### src/rtl/rc_pkg.sv
package rc_pkg;
  typedef enum logic [1:0] {
    ACT_HOLD   = 2'd0,
    ACT_INC    = 2'd1,
    ACT_LOAD   = 2'd2,
    ACT_RELOAD = 2'd3
  } rc_act_e;
endpackage

### src/rtl/rc_term_detect.sv
module rc_term_detect #(
  parameter int WIDTH = 8
) (
  input  logic [WIDTH-1:0] count_i,
  input  logic             casc_en_ni,
  output logic             term_o,
  output logic             tc_no
);
  logic all_ones;
  assign all_ones = &count_i;
  assign term_o   = all_ones & ~casc_en_ni;
  assign tc_no    = ~term_o;
endmodule

### src/rtl/rc_next_sel.sv
module rc_next_sel
  import rc_pkg::*;
(
  input  logic    load_i,
  input  logic    cnt_en_ni,
  input  logic    casc_en_ni,
  input  logic    reload_mode_i,
  input  logic    term_i,
  output rc_act_e act_o
);
  always_comb begin
    if (load_i)                          act_o = ACT_LOAD;
    else if (cnt_en_ni || casc_en_ni)    act_o = ACT_HOLD;
    else if (reload_mode_i && term_i)    act_o = ACT_RELOAD;
    else                                 act_o = ACT_INC;
  end
endmodule

### src/rtl/rc_state_reg.sv
module rc_state_reg
  import rc_pkg::*;
#(
  parameter int WIDTH = 8
) (
  input  logic             clk_i,
  input  logic             rst_ni,
  input  rc_act_e          act_i,
  input  logic [WIDTH-1:0] preset_i,
  output logic [WIDTH-1:0] count_o,
  output logic             div_o
);
  localparam logic [WIDTH-1:0] ONE = WIDTH'(1);

  always_ff @(posedge clk_i or negedge rst_ni) begin
    if (!rst_ni) begin
      count_o <= '0;
      div_o   <= 1'b0;
    end else begin
      unique case (act_i)
        ACT_LOAD, ACT_RELOAD: count_o <= preset_i;
        ACT_INC:              count_o <= count_o + ONE;
        default:              count_o <= count_o;
      endcase
      div_o <= (act_i == ACT_RELOAD);
    end
  end
endmodule

### src/rtl/reload_counter.sv
module reload_counter
  import rc_pkg::*;
#(
  parameter int WIDTH = 8
) (
  input  logic             clk_i,
  input  logic             rst_ni,
  input  logic             load_i,
  input  logic [WIDTH-1:0] preset_i,
  input  logic             cnt_en_ni,
  input  logic             casc_en_ni,
  input  logic             reload_mode_i,
  output logic [WIDTH-1:0] count_o,
  output logic             tc_no,
  output logic             div_o
);
  rc_act_e act;
  logic    term;

  rc_term_detect #(.WIDTH(WIDTH)) u_term (
    .count_i    (count_o),
    .casc_en_ni (casc_en_ni),
    .term_o     (term),
    .tc_no      (tc_no)
  );

  rc_next_sel u_sel (
    .load_i        (load_i),
    .cnt_en_ni     (cnt_en_ni),
    .casc_en_ni    (casc_en_ni),
    .reload_mode_i (reload_mode_i),
    .term_i        (term),
    .act_o         (act)
  );

  rc_state_reg #(.WIDTH(WIDTH)) u_reg (
    .clk_i    (clk_i),
    .rst_ni   (rst_ni),
    .act_i    (act),
    .preset_i (preset_i),
    .count_o  (count_o),
    .div_o    (div_o)
  );

  AST_LOAD_FIRST: assert property (@(posedge clk_i) disable iff (!rst_ni)
    load_i |=> (count_o == $past(preset_i)) && !div_o);
  AST_HOLD_IDLE: assert property (@(posedge clk_i) disable iff (!rst_ni)
    (!load_i && (cnt_en_ni || casc_en_ni)) |=> $stable(count_o) && !div_o);
  AST_STEP_UP: assert property (@(posedge clk_i) disable iff (!rst_ni)
    (!load_i && !cnt_en_ni && !casc_en_ni && !(reload_mode_i && !tc_no))
      |=> count_o == WIDTH'($past(count_o) + WIDTH'(1)));
  AST_RELOAD_PRESET: assert property (@(posedge clk_i) disable iff (!rst_ni)
    (!load_i && !cnt_en_ni && reload_mode_i && !tc_no)
      |=> (count_o == $past(preset_i)) && div_o);
  AST_DIV_SOURCE: assert property (@(posedge clk_i) disable iff (!rst_ni)
    div_o |-> $past(!load_i && !cnt_en_ni && reload_mode_i && !tc_no));
endmodule

### config.mk
export PLATFORM = sky130hd
export DESIGN_NAME = reload_counter
export DESIGN_NICKNAME = d
export VERILOG_FILES = /design/src/rtl/rc_pkg.sv /design/src/rtl/rc_term_detect.sv /design/src/rtl/rc_next_sel.sv /design/src/rtl/rc_state_reg.sv /design/src/rtl/reload_counter.sv
export SDC_FILE = /design/constraint.sdc
export NUM_CORES = 1
export LEC_CHECK = 0
export BUFFER_PORTS_ARGS = -buffer_cell sky130_fd_sc_hd__buf_2
export CAP_MARGIN = 25
export CORE_AREA = 2 2 39 41
export CTS_CLUSTER_SIZE = 12
export DETAILED_ROUTE_END_ITERATION = 16
export DIE_AREA = 0 0 41 43
export GPL_ROUTABILITY_DRIVEN = 0
export MAX_ROUTING_LAYER = met4
export PLACE_DENSITY = 0.68
export SLEW_MARGIN = 25
export SYNTH_ARGS = -nofsm -noshare
export SYNTH_HDL_FRONTEND = slang
export SYNTH_SLANG_ARGS = --single-unit
### constraint.sdc
create_clock -name clk_i -period 2.04 [get_ports clk_i]
set_input_delay 0.408 -clock clk_i [delete_from_list [all_inputs] [get_ports clk_i]]
set_output_delay 0.408 -clock clk_i [all_outputs]
set_load 0.01 [all_outputs]
Word-level counts from Yosys, hierarchy flattened
Index checks and enable logic that the tools add are counted.
{ "op_classes": {"bitwise": 3, "n_eq_ne": 3, "reduce_logical": 5, "mux": 4, "add_sub_neg": 1} }
{ "ops": {"columns": ["operator", "n"], "rows": [
  ["8-bit case mux with 2 select lines", 1],
  ["8-bit by 1-bit adder with 8-bit output, second input constant", 1],
  ["8-bit AND reduction", 1],
  ["2-bit 2-to-1 mux", 3],
  ["2-bit equality test, second input constant", 2],
  ["2-bit by 1-bit equality test with 1-bit output, second input constant", 1],
  ["1-bit inverter", 2],
  ["2-bit nonzero test", 1],
  ["2-bit OR reduction", 1],
  ["1-bit bitwise AND", 1],
  ["1-bit logical AND", 1],
  ["1-bit logical OR", 1]
]} }
{ "totals": {"ff_bits": 9, "input_bits": 14, "wordCells": 18, "out_inout_bits": 10} }

Depth between registers and ports, before layout
{ "depth": {"word_depth": 9, "mapped_depth": 6, "depth_no_buf": 5} }

Cells and area by module
From an unflattened synthesis, not the netlist that was laid out.
{ "hier_totals": {"cells_unflattened": 60, "hier_area_um2": 540.5} }
{ "modules_own_cells": {"columns": ["module", "cells_each", "seq_area_each_um2", "instances", "area_per_inst_um2"], "rows": [
  ["rc_state_reg", 51, 225.2, 1, 479.2],
  ["rc_term_detect", 6, 0.0, 1, 43.8],
  ["rc_next_sel", 3, 0.0, 1, 17.5]
]} }

Worst setup path before layout
No wires, ideal clock.
{ "synth_path": {"kind": "reg-to-reg", "startpoint": "register u_reg.count_o[0]", "endpoint": "register u_reg.count_o[1]", "path_buffers": 1, "synth_period_minus_slack_ps": 1529, "required_ps": 1967, "arrival_ps": 1456, "slack_ps": 511, "setup_ps": 73, "path_stages_with_launch": 7, "cell_sequence": "dfrtp_1 -> ha_1 -> and4b_4 -> a41oi_4 -> buf_6 -> nor2_2 -> a21oi_2"} }
{ "synth_between": {"elab_chain_cells": 9, "word_cells_on_any_way": 13, "classes_between": "add/sub (1); eq/ne (3); mux (4); bitwise (1); reduce/logical (4)"} }
{ "synth_lines": {"columns": ["element", "line", "text"], "rows": [
  ["from (decl)", "rc_state_reg.sv:10", "output logic [WIDTH-1:0] count_o,"],
  ["from (signal assigned)", "rc_state_reg.sv:21", "ACT_LOAD, ACT_RELOAD: count_o <= preset_i;"],
  ["from (signal assigned)", "rc_state_reg.sv:22", "ACT_INC: count_o <= count_o + ONE;"],
  ["from (signal assigned)", "rc_state_reg.sv:23", "default: count_o <= count_o;"],
  ["8-bit AND reduction", "rc_term_detect.sv:10", "assign all_ones = &count_i;"],
  ["1-bit bitwise AND", "rc_term_detect.sv:11", "assign term_o = all_ones & ~casc_en_ni;"],
  ["1-bit logical AND", "rc_next_sel.sv:14", "else if (reload_mode_i && term_i) act_o = ACT_RELOAD;"],
  ["2-bit 2-to-1 mux", "rc_next_sel.sv:14", null],
  ["2-bit 2-to-1 mux", "rc_next_sel.sv:13", "else if (cnt_en_ni || casc_en_ni) act_o = ACT_HOLD;"],
  ["2-bit 2-to-1 mux", "rc_next_sel.sv:12", "if (load_i) act_o = ACT_LOAD;"],
  ["2-bit equality test", "rc_state_reg.sv:20", "unique case (act_i)"],
  ["2-bit OR reduction", "rc_state_reg.sv:20", null],
  ["8-bit case mux with 2 select lines or 2-bit nonzero test (tied branches)", null, null]
]} }
Parallel ways exist; a longest one is shown, timed or not.
A chain may end at the register's enable or synchronous reset.

Worst setup path in the final report
{ "layout_path": {"startpoint": "register u_reg.count_o[0]", "endpoint": "output port tc_no"} }
{ "layout_between": {"elab_chain_cells": 3} }
{ "layout_lines": {"columns": ["element", "line", "text"], "rows": [
  ["8-bit AND reduction", "rc_term_detect.sv:10", null],
  ["1-bit bitwise AND", "rc_term_detect.sv:11", null],
  ["1-bit inverter", "rc_term_detect.sv:12", "assign tc_no = ~term_o;"],
  ["to (decl)", "reload_counter.sv:14", "output logic tc_no,"]
]} }
No other way between the ends.

==> summary.md <==
| Metric | Value |
|---|---|
| Max Cap Violations | 0 |
| Seq/Total Area, Yosys | 0.4176 |
| 1st-iter DRT viols | 6 |
| All-layer global routing usage | 0.1589 |
| Layout cell share with drive strength beyond 1 | 0.5000 |
| Synthesized net count | 65 |
| I/O Pins | 24 |
| Fin crit period | 1.840 ns |
| Antenna diode count | 0 |
| Post-CTS Setup Bufs | 0 |
| Root Driver | clkbuf_4 |
| Crit-path slowest cell | dfrtp_1 |
| Global-route wire length before repair | 1.821 mm |
| Synthesized area per cell | 10.79 sq um |
| Initial antenna violation count | 0 |
| CTS Buffer Depth | 2 |
| Row count | 14 |
| Post-route setup slack | ~0.20 ns |
| Critical Path AT | 1.43 ns |
| Via density | a little over 5 |
| Final net count | 94 |
| TritonRoute pass-1 iters | 3 |
| Crit Path Category | register to primary output |
| PortBufs | 23 |
| Starting Density | 0.3897 |
| Worst path cell trace | ha_1, and4b_4, nand2_1, buf_2 |
| Drt drc | 0 |
| Syn. warnings | 0 |
| Slew margin rel. | 0.6295 |
| Status | complete, no violations |
| DRT antenna net count | 0 |
| Gr ovfl total | 0 |
| Chip Height | around 43 um |
| Max-slew violations | 0 |
| RSZ-0062 raised after global routing | no |
| Number of global-route vias before repair | 448 |
| Hold buffers post-CTS | 1 |
| Fin Setup TNS | 0 ns |
| Area Overhead vs Synth | 31.09% |
| Netlist Area Pre-Place | 539.3 sq um |
| Mapped Cells | 50 |
| Worst-Margin Slew | 0.5540 ns |
| LEAKAGE | approximately 0.30 nW |
| Placement Setup Slack | 0.3402 ns |
| H-tree levels | 1 |
| Layout Skew | 0.003927 ns |
| Hold Fails Final Rpt | 0 |
| Worst VDD drop | 0.2992 mV |
| Worst-path clk slew | 0.06 ns |
| Most frequent cells in the layout | 23 x buf_2, 9 x dfrtp_1, 5 x xor2_1, 5 x a21oi_1 |
| Final WL | 1.172 mm |
| Hold slack | between 0.3 and 0.4 ns |
| Total power divided by cell area | 676.0 mW/mm^2 |
| Max incr delay on CP | around 0.4 ns |
| Core Region | between 0.001 and 0.0015 sq mm |
| Min-Delay Path Class | input pin to register |
| Library cells used by synthesis | 22 |
| WL/cell | 12.47 um |
| CTS resizes | 0 |
| Die area | around 0.0018 sq mm |
| Critical path required time | 1.63 ns |
| Die W | around 41 um |
| Crit-path max FO | 6 |
| Commonest non-fill, non-tap cell in the layout | buf_2 |
| Total number of vias | 481 |
| Later-pin clock latency in the skew report | 0.27 ns |
| FF+latch count, synth | 9 |
| Critical Path Source Type | register |
| Largest net degree at the start of global routing | 16 |
| Pwr Total | 477.9 uW |
| CTS buffer count | 3 |
| Fin crit share | 0.9021 |
| Fmax | 543.4 MHz |
| Crit end category | primary output |
| # setup viols final | 0 |
| TritonCTS sink count | 9 |
| CTS tree | done |
==> power by group <==
| part | total [mW] | leakage (nW) | switching [mW] | internal (mW) |
|---|---|---|---|---|
| registers | 0.218 | 0.103 | 0.0219 | 0.196 |
| logic | 0.118 | 0.179 | 0.0615 | 0.0566 |
| clock network | 0.142 | 0.0150 | 0.0663 | 0.0756 |
| total | 0.478 | 0.298 | 0.150 | 0.328 |
==> synthesized netlist by cell type <==
master | n | area share
mux2i_1 | 1 | 0.019
buf_6 | 1 | 0.021
xnor2_1 | 1 | 0.016
and4_4 | 1 | 0.021
nand2_1 | 4 | 0.028
o22a_2 | 1 | 0.019
and4bb_2 | 1 | 0.023
and4b_4 | 1 | 0.026
nor2_2 | 4 | 0.046
and4_1 | 1 | 0.016
nand3_1 | 1 | 0.0093
nand4_1 | 2 | 0.023
a41oi_4 | 1 | 0.051
nor3_1 | 1 | 0.0093
a21oi_2 | 3 | 0.049
a21oi_1 | 5 | 0.046
dfrtp_1 | 9 | 0.42
a31oi_1 | 1 | 0.012
nor2_1 | 4 | 0.028
xor2_1 | 5 | 0.081
nand4b_1 | 1 | 0.016
ha_1 | 1 | 0.023
==> kinds of logic after synthesis <==
group                      synth area share
adders and majority gates           0.02320
AOI/OAI and AO/OA                    0.1764
muxes                               0.01856
buffers and inverters               0.02088
DFF                                  0.4176
xor gates and xnor gates            0.09745
and+or+nand+nor                      0.2459
==> state kept, by name, summed over array words and instances (netlist names) <==
name,cells
u_reg.div_o,1
u_reg.count_o,8
==> critical path, delay by kind of cell (launching register included) <==
| kind | cells | cell delay [ns] |
|---|---|---|
| fa+ha+maj | 1 | 0.28 |
| buf+inv | 1 | 0.14 |
| flops | 1 | 0.39 |
| simple gates | 2 | 0.35 |
==> stage by stage <==
step                      cell area, sq um  cells  utilization
after CTS                            706.9     94       0.5109
final                                706.9     94       0.5109
after detailed placement             670.6     89       0.4846
after floorplan                      539.3     50            -
after global routing                 706.9     94       0.5109
after global placement               670.6     89       0.4846
==> layer usage <==
metal / GRT usage / wire (um) / vias to the layer above
met4: 0.1200 / 35 / 0
met2: 0.2438 / 522 / 18
met1: 0.1788 / 548 / 215
met3: 0.01571 / 66 / 5
met5: - / 0 / -
li1: - / - / 243
==> layout make-up <==
cell class	count	area, sq um
sequential	9	225.2
timing repair buffer	25	132.6
fill	131	676.9
multi-input combinational	40	302.8
clock buffer	4	26.28
tap	16	20.02
==> worst paths after layout <==
path,endpoint,slack [ns],startpoint,cells past startpoint
min in group asynchronous,u_reg.count_o[7]$_DFFE_PN0P_,0.52,rst_ni,2
max in group asynchronous,u_reg.div_o$_DFF_PN0_,1.33,rst_ni,2
worst min-delay path,u_reg.count_o[6]$_DFFE_PN0P_,0.38,preset_i[6],2
worst max-delay path,tc_no,0.20,u_reg.count_o[0]$_DFFE_PN0P_,4
worst min register to register,u_reg.count_o[5]$_DFFE_PN0P_,0.64,u_reg.count_o[5]$_DFFE_PN0P_,2
worst max register to register,u_reg.count_o[6]$_DFFE_PN0P_,0.32,u_reg.count_o[0]$_DFFE_PN0P_,4
Power figures use the tool's default switching activity.
